File: src/rtl/zol_pkg.sv
package zol_pkg;
    typedef enum logic [1:0] {
        ZS_IDLE    = 2'd0,
        ZS_COUNTED = 2'd1,
        ZS_ENDLESS = 2'd2
    } zol_state_e;

    typedef enum logic [1:0] {
        CSR_BEGIN = 2'd0,
        CSR_END   = 2'd1,
        CSR_COUNT = 2'd2,
        CSR_NONE  = 2'd3
    } csr_sel_e;
endpackage

File: src/rtl/zol_addr_gen.sv
// Derives loop begin and tagged loop end from a setup command.
module zol_addr_gen #(
    parameter int AW   = 32,
    parameter int DW   = 17,
    parameter int STEP = 4
) (
    input  logic [AW-1:0] pc_i,
    input  logic [DW-1:0] disp_i,
    input  logic          endless_i,
    output logic [AW-1:0] begin_o,
    output logic [AW-1:0] end_o
);
    localparam int EXT = AW - DW;

    logic [AW-1:0] disp_sx;
    logic [AW-1:0] sum;

    always_comb begin
        disp_sx = {{EXT{disp_i[DW-1]}}, disp_i};
        sum     = pc_i + disp_sx;
        begin_o = pc_i + AW'(STEP);
        end_o   = {sum[AW-1:1], endless_i};
    end
endmodule

File: src/rtl/zol_match.sv
// Compares the fetch PC with the loop end, ignoring bit 0.
module zol_match #(
    parameter int AW = 32,
    parameter int CW = 32
) (
    input  logic          fetch_valid_i,
    input  logic [AW-1:0] fetch_pc_i,
    input  logic [AW-1:0] end_i,
    input  logic [CW-1:0] count_i,
    output logic          hit_o,
    output logic          cnt_zero_o
);
    always_comb begin
        hit_o      = fetch_valid_i && (fetch_pc_i[AW-1:1] == end_i[AW-1:1]);
        cnt_zero_o = (count_i == '0);
    end
endmodule

File: src/rtl/zol_ctrl.sv
module zol_ctrl
    import zol_pkg::*;
#(
    parameter int AW   = 32,
    parameter int DW   = 17,
    parameter int CW   = 32,
    parameter int STEP = 4
) (
    input  logic          clk,
    input  logic          rst,
    input  logic          cnt_setup_i,
    input  logic          inf_setup_i,
    input  logic [AW-1:0] setup_pc_i,
    input  logic [DW-1:0] setup_disp_i,
    input  logic [CW-1:0] setup_count_i,
    input  logic          fetch_valid_i,
    input  logic [AW-1:0] fetch_pc_i,
    input  logic          csr_we_i,
    input  logic [1:0]    csr_sel_i,
    input  logic [AW-1:0] csr_wdata_i,
    output logic [AW-1:0] csr_rdata_o,
    output logic          endless_o,
    output logic          redirect_o,
    output logic [AW-1:0] redirect_pc_o
);
    zol_state_e    state_q, state_d;
    logic [AW-1:0] begin_q, end_q;
    logic [CW-1:0] cnt_q;
    logic [AW-1:0] gen_begin, gen_end;
    logic          hit, cnt_zero, take, dec;
    logic          any_setup, wr_begin, wr_end, wr_count;

    assign any_setup = cnt_setup_i || inf_setup_i;
    assign wr_begin  = csr_we_i && (csr_sel_i == CSR_BEGIN);
    assign wr_end    = csr_we_i && (csr_sel_i == CSR_END);
    assign wr_count  = csr_we_i && (csr_sel_i == CSR_COUNT);

    // A counted setup wins over an endless one, so the tag follows it.
    zol_addr_gen #(.AW(AW), .DW(DW), .STEP(STEP)) u_gen (
        .pc_i      (setup_pc_i),
        .disp_i    (setup_disp_i),
        .endless_i (!cnt_setup_i),
        .begin_o   (gen_begin),
        .end_o     (gen_end)
    );

    zol_match #(.AW(AW), .CW(CW)) u_match (
        .fetch_valid_i (fetch_valid_i),
        .fetch_pc_i    (fetch_pc_i),
        .end_i         (end_q),
        .count_i       (cnt_q),
        .hit_o         (hit),
        .cnt_zero_o    (cnt_zero)
    );

    // Next-state logic.
    always_comb begin
        state_d = state_q;
        if (cnt_setup_i)
            state_d = ZS_COUNTED;
        else if (inf_setup_i)
            state_d = ZS_ENDLESS;
        else if (wr_end)
            state_d = csr_wdata_i[0] ? ZS_ENDLESS : ZS_COUNTED;
    end

    // State register.
    always_ff @(posedge clk) begin
        if (rst)
            state_q <= ZS_IDLE;
        else
            state_q <= state_d;
    end

    // Output process: redirect decision per state.
    always_comb begin
        take = 1'b0;
        dec  = 1'b0;
        unique case (state_q)
            ZS_IDLE: begin
                take = 1'b0;
            end
            ZS_COUNTED: begin
                take = hit && !cnt_zero;
                dec  = take;
            end
            ZS_ENDLESS: begin
                take = hit;
            end
            default: begin
                take = 1'b0;
            end
        endcase
        redirect_o    = take;
        redirect_pc_o = begin_q;
        endless_o     = (state_q == ZS_ENDLESS);
    end

    // Loop registers.
    always_ff @(posedge clk) begin
        if (rst) begin
            begin_q <= '0;
            end_q   <= '0;
            cnt_q   <= '0;
        end else begin
            if (any_setup) begin
                begin_q <= gen_begin;
                end_q   <= gen_end;
            end else begin
                if (wr_begin) begin_q <= csr_wdata_i;
                if (wr_end)   end_q   <= csr_wdata_i;
            end

            if (cnt_setup_i)
                cnt_q <= setup_count_i;
            else if (inf_setup_i)
                cnt_q <= cnt_q;
            else if (wr_count)
                cnt_q <= csr_wdata_i[CW-1:0];
            else if (dec)
                cnt_q <= cnt_q - CW'(1);
        end
    end

    // Control read path.
    always_comb begin
        unique case (csr_sel_i)
            CSR_BEGIN: csr_rdata_o = begin_q;
            CSR_END:   csr_rdata_o = end_q;
            CSR_COUNT: csr_rdata_o = AW'(cnt_q);
            default:   csr_rdata_o = '0;
        endcase
    end
endmodule

File: config.mk
export PLATFORM = sky130hd
export DESIGN_NAME = zol_ctrl
export DESIGN_NICKNAME = d
export VERILOG_FILES = /design/src/rtl/zol_pkg.sv /design/src/rtl/zol_addr_gen.sv /design/src/rtl/zol_match.sv /design/src/rtl/zol_ctrl.sv
export SDC_FILE = /design/constraint.sdc
export NUM_CORES = 1
export LEC_CHECK = 0
export BUFFER_PORTS_ARGS = -buffer_cell sky130_fd_sc_hd__buf_4
export CORE_ASPECT_RATIO = 1.75
export CORE_MARGIN = 2
export CORE_UTILIZATION = 53
export CTS_BUF_LIST = sky130_fd_sc_hd__clkbuf_4 sky130_fd_sc_hd__clkbuf_8 sky130_fd_sc_hd__clkbuf_16
export CTS_CLUSTER_DIAMETER = 50
export CTS_CLUSTER_SIZE = 28
export DETAILED_ROUTE_END_ITERATION = 8
export PLACE_DENSITY = 0.76
export SLEW_MARGIN = 15
export SYNTH_ARGS = -nofsm -noshare
export SYNTH_HDL_FRONTEND = slang
export SYNTH_HIERARCHICAL = 1
export SYNTH_SLANG_ARGS = --single-unit
File: constraint.sdc
create_clock -name clk -period 6.85 [get_ports clk]
set_input_delay 1.37 -clock clk [delete_from_list [all_inputs] [get_ports clk]]
set_output_delay 1.37 -clock clk [all_outputs]
set_load 0.05 [all_outputs]
# Word level (Yosys, flattened, before mapping)
# Cells that the tools add are included.
[classes]
add_sub_neg = 3
n_eq_ne = 6
reduce_logical = 17
mux = 15
[op_table]
columns = ["cell", "count"]
rows = [
  ["$mux 32", 8],
  ["$pmux 32 s3", 1],
  ["$add 32x3->32 const B", 1],
  ["$add 32x32->32", 1],
  ["$logic_not 32->1", 1],
  ["$sub 32x1->32 const B", 1],
  ["$eq 31x31->1", 1],
  ["$mux 2", 3],
  ["$reduce_bool 2->1", 3],
  ["$reduce_bool 3->1", 2],
  ["$logic_and 1x1->1", 5],
  ["$eq 2x1->1 const B", 2],
  ["$eq 2x2->1 const B", 2],
  ["$logic_not 1->1", 2],
  ["$logic_not 2->1", 1],
  ["$mux 1", 2],
  ["$ne 2x2->1 const B", 1],
  ["$pmux 1 s2", 1],
  ["$reduce_and 2->1", 1],
  ["$reduce_or 2->1", 1],
  ["$logic_or 1x1->1", 1],
]
[totals]
regBits = 98
inputBits = 153

# Depth between registers and ports, before layout
[depth]
word_depth = 8
depth_mapped = 11
depth_no_buf = 11

# Modules after synthesis
# Netlist, hierarchy kept.
[by_module_without_submodules]
columns = ["mod", "seq_area_each_um2", "instances", "area_each_um2", "cells_each"]
rows = [
  ["zol_ctrl", 1961.9, 1, 6073.3, 825],
  ["zol_addr_gen", 0.0, 1, 2293.4, 339],
  ["zol_match", 0.0, 1, 422.9, 53],
]

# Worst setup path before layout
# Ideal clock, no wire load.
[synth_path]
kind = "input-to-output"
startpoint = "in csr_sel_i[1]"
endpoint = "out csr_rdata_o[0]"
path_slack_ns = 2.114
stages = 4
arrival_ns = 3.366
required_ns = 5.480
path_cell_list = "clkbuf_1 > clkbuf_1 > mux2i_1 > o21ai_0"
[synth_via]
elab_chain_cells = 2
word_cells_on_any_way = 4
[synth_rtl]
columns = ["element", "line_no", "text"]
rows = [
  ["from (decl)", "zol_ctrl.sv:19", "input logic [1:0] csr_sel_i,"],
  ["$eq 2x2->1 (tied with other cells)", "zol_ctrl.sv:127", "unique case (csr_sel_i)"],
  ["$pmux 32 s3 (*)", "zol_ctrl.sv:127", ""],
  ["to (decl)", "zol_ctrl.sv:21", "output logic [AW-1:0] csr_rdata_o,"],
]
# Every way passes the cells marked *; elsewhere a longest branch is shown, timed or not.

# Worst setup path after layout
[layout_path]
startpoint = "in fetch_pc_i[2]"
endpoint = "out redirect_o"
[layout_via]
elab_chain_cells = 4
[layout_rtl]
columns = ["element", "line_no", "text"]
rows = [
  ["from (decl)", "zol_ctrl.sv:17", "input logic [AW-1:0] fetch_pc_i,"],
  ["$eq 31x31->1 (*)", "zol_match.sv:14", "hit_o = fetch_valid_i && (fetch_pc_i[AW-1:1] == end_i[AW-1:1]);"],
  ["$logic_and 1x1->1 (*)", "zol_match.sv:14", ""],
  ["net hit", "zol_ctrl.sv:30", "logic hit, cnt_zero, take, dec;"],
  ["$logic_and 1x1->1", "zol_ctrl.sv:84", "take = hit && !cnt_zero;"],
  ["$pmux 1 s2 (*)", "zol_ctrl.sv:79", "unique case (state_q)"],
  ["to (decl)", "zol_ctrl.sv:23", "output logic redirect_o,"],
]
# Mark *: on every way through the listed nets, which the timed path passes. The rest lies on a longest branch.

==> results.md <==
- # diodes: 0
- Startpoint Class: input pin
- Synth warnings: 6
- Total CTS buffers: 9
- Setup TNS: 0 ns
- Io pins: 219
- Worst Setup End Kind: primary output
- Congestion Overflow GR: 0
- Pins Over Slew Limit: 0
- Worst EP required: 5.48 ns
- Number of global-route vias before repair: 9834
- CTS max path bufs: 2
- Clk pin slew, worst setup/hold paths: 0.08 ns
- I/O Buffers: 217
- CTS Sinks: 98
- GRT Util Overall: 39.0%
- Drt via density: 6.65
- Worst Path Arrival: 3.47 ns
- Max transition margin: 25.8%
- Final instance area: 10700 µm²
- Post-DP Area: 10400 µm²
- Max-cap violations: 0
- Most common cell in the netlist: nand2_1
- Number of synthesized flops with an enable pin: 0
- Die ar.: 17700 µm²
- Initial core utilization: 54.0%
- Fraction of layout cells with a size suffix above 1: 20.3%
- Setup bufs post-CTS: 0
- NumNets Final: 1551
- Ys async rst share: 0%
- Yosys reg bits: 98
- Gp weighted congestion: 1.01
- Core ar.: 16300 µm²
- Worst-Margin Slew: 1.10 ns
- PD cells: 190 nW/µm²
- Initial DRC count: 1270
- RSZ-0062 raised after global routing: no
- Clock latency on the worst-skew pair: 0.36 ns
- Final hold vios: 0
- Post_cts resized: 0
- Antenna violations before repair: 0
- Post-synth top area share: 22.3%
- Cell taking the most area after synthesis: dfxtp_1
- Lkg Pwr: 0.00440 µW
- Final min period: 4.84 ns
- Worst Path Max Fanout: 4
- Status: complete, no violations
- H-tree depth: 3
- Mapped Cells: 1217
- Clock Tree Root: clkbuf_16
- Main synth FF type: dfxtp_1
- Max Freq: 207 MHz
- Hold Crit Class: flop to flop
- Post-DP HPWL: 26600 µm
- DRT antenna net count: 0
- Final setup vio count: 0
- Period Utilization, post-route: 70.7%
- Detailed Route WL: 35100 µm
- First-pass GRT wire length: 53800 µm
- Setup Skew: 0.00773 ns
- Die H: 174 µm
- DR vias: 10400
- Post-synthesis instance area: 8790 µm²
- FILL cells: 1519
- Synth top area cells: dfxtp_1 22%, nand2_1 6.8%, a311oi_1 6.4%, o21ai_0 5.6%, nor2_1 5.3%
- Peak VDD IR: 135 µV
- DRC violations left: 0
- Setup CP Type: input pin to primary output
- DR pass1 iterations: 7
- Synthesis-to-layout area growth: 21.5%
- Die width: 101 µm
- Largest net degree at the start of global routing: 97
- Cell Rows: 62
- Drt wl/cell: 22.5 µm
- Util after Layout: 65.6%
- Post-Syn Nets: 1405
- Netlist cell types: 86
- Clock tree from TritonCTS: yes
- Post-synthesis sequential area ratio: 22.3%
- Most frequent cells after synthesis: 159 x nand2_1, 124 x nor2_1, 99 x o21ai_0, 98 x dfxtp_1, 80 x clkbuf_1
- # hold bufs at CTS: 0
- Syn Area/Cell: 7.22 µm²
==> routing by layer <==
metal / global-route usage (%) / up-vias / part of all wire [%]
met5: 0 / - / 0
met4: 21.3 / 0 / 6.3
met3: 4.38 / 142 / 7.8
met2: 64.3 / 618 / 48
met1: 48.7 / 4821 / 38
li1: - / 4795 / -
==> where the power goes <==
part | internal, µW | total (µW) | switching, µW
registers | 626 | 702 | 76.6
logic | 303 | 820 | 517
clock network | 254 | 507 | 254
==> logic make-up (layout without fill, tap and decap cells) <==
logic type      Yosys count  after routing  synth area share, %
compound gates          359            359                 27.7
xor+xnor                 91             91                 9.07
fa+ha+maj                35             35                 5.07
buf+inv                 117            268                 5.45
flops                    98             98                 22.3
mux                      36             36                 4.10
simple gates            481            481                 26.3
==> flip-flops by register name, summed over array words and instances, names as in the netlist <==
signal / cells
redirect_pc_o: 32
state_q: 2
cnt_q: 32
end_q: 32
==> layout by cell type, fill, tap and decap left out, drive strengths merged, types with 34 or more instances in the layout <==
| cell type | count |
|---|---|
| a21oi | 62 |
| a311oi | 64 |
| buf | 231 |
| dfxtp | 98 |
| ha | 34 |
| mux2i | 36 |
| nand2 | 160 |
| nand3 | 65 |
| nor2 | 126 |
| o21ai | 112 |
| xnor2 | 47 |
| xor2 | 44 |
==> metrics by stage <==
| stage | total power [µW] | std cells | hold WS [ns] | worst slack, ns |
|---|---|---|---|---|
| CTS | 2010 | 1560 | 0.492 | 2.04 |
| detailed placement | 1510 | 1544 | 0.482 | 2.03 |
| global placement | 1500 | 1544 | 0.463 | 2.05 |
| finish | 2030 | 1560 | 0.491 | 2.01 |
| floorplan | 1220 | 1217 | 0.452 | 2.11 |
| global route | 2100 | 1560 | 0.520 | 1.89 |
==> worst max-delay path, cell delays in order <==
cell and delay (ns):
buf_4 0.11, xor2_1 0.13, nor4_1 0.70, nand4_1 0.21, nor4_2 0.35, nor3b_1 0.34, buf_4 0.26
==> layout make-up <==
type / instances / area, µm² / share of cell area (%)
Multi-Input combinational cell: 1002 / 6380 / 59.7
Clock inverter: 7 / 58.8 / 0.551
Inverter: 21 / 78.8 / 0.738
Clock buffer: 9 / 225 / 2.11
Timing Repair Buffer: 231 / 1730 / 16.2
Tap cell: 192 / 240 / 2.25
Sequential cell: 98 / 1960 / 18.4
==> final timing paths <==
path | start | endpoint | slack, ns | depth (start not counted)
hold / removal | state_q[1] | state_q[1] | 0.49 | 2
setup / recovery | fetch_pc_i[2] | redirect_o | 2.01 | 7
setup reg to reg | cnt_q[1] | cnt_q[15] | 3.33 | 9
hold reg to reg | state_q[1] | state_q[1] | 0.49 | 2
Power figures use the tool's default switching activity.
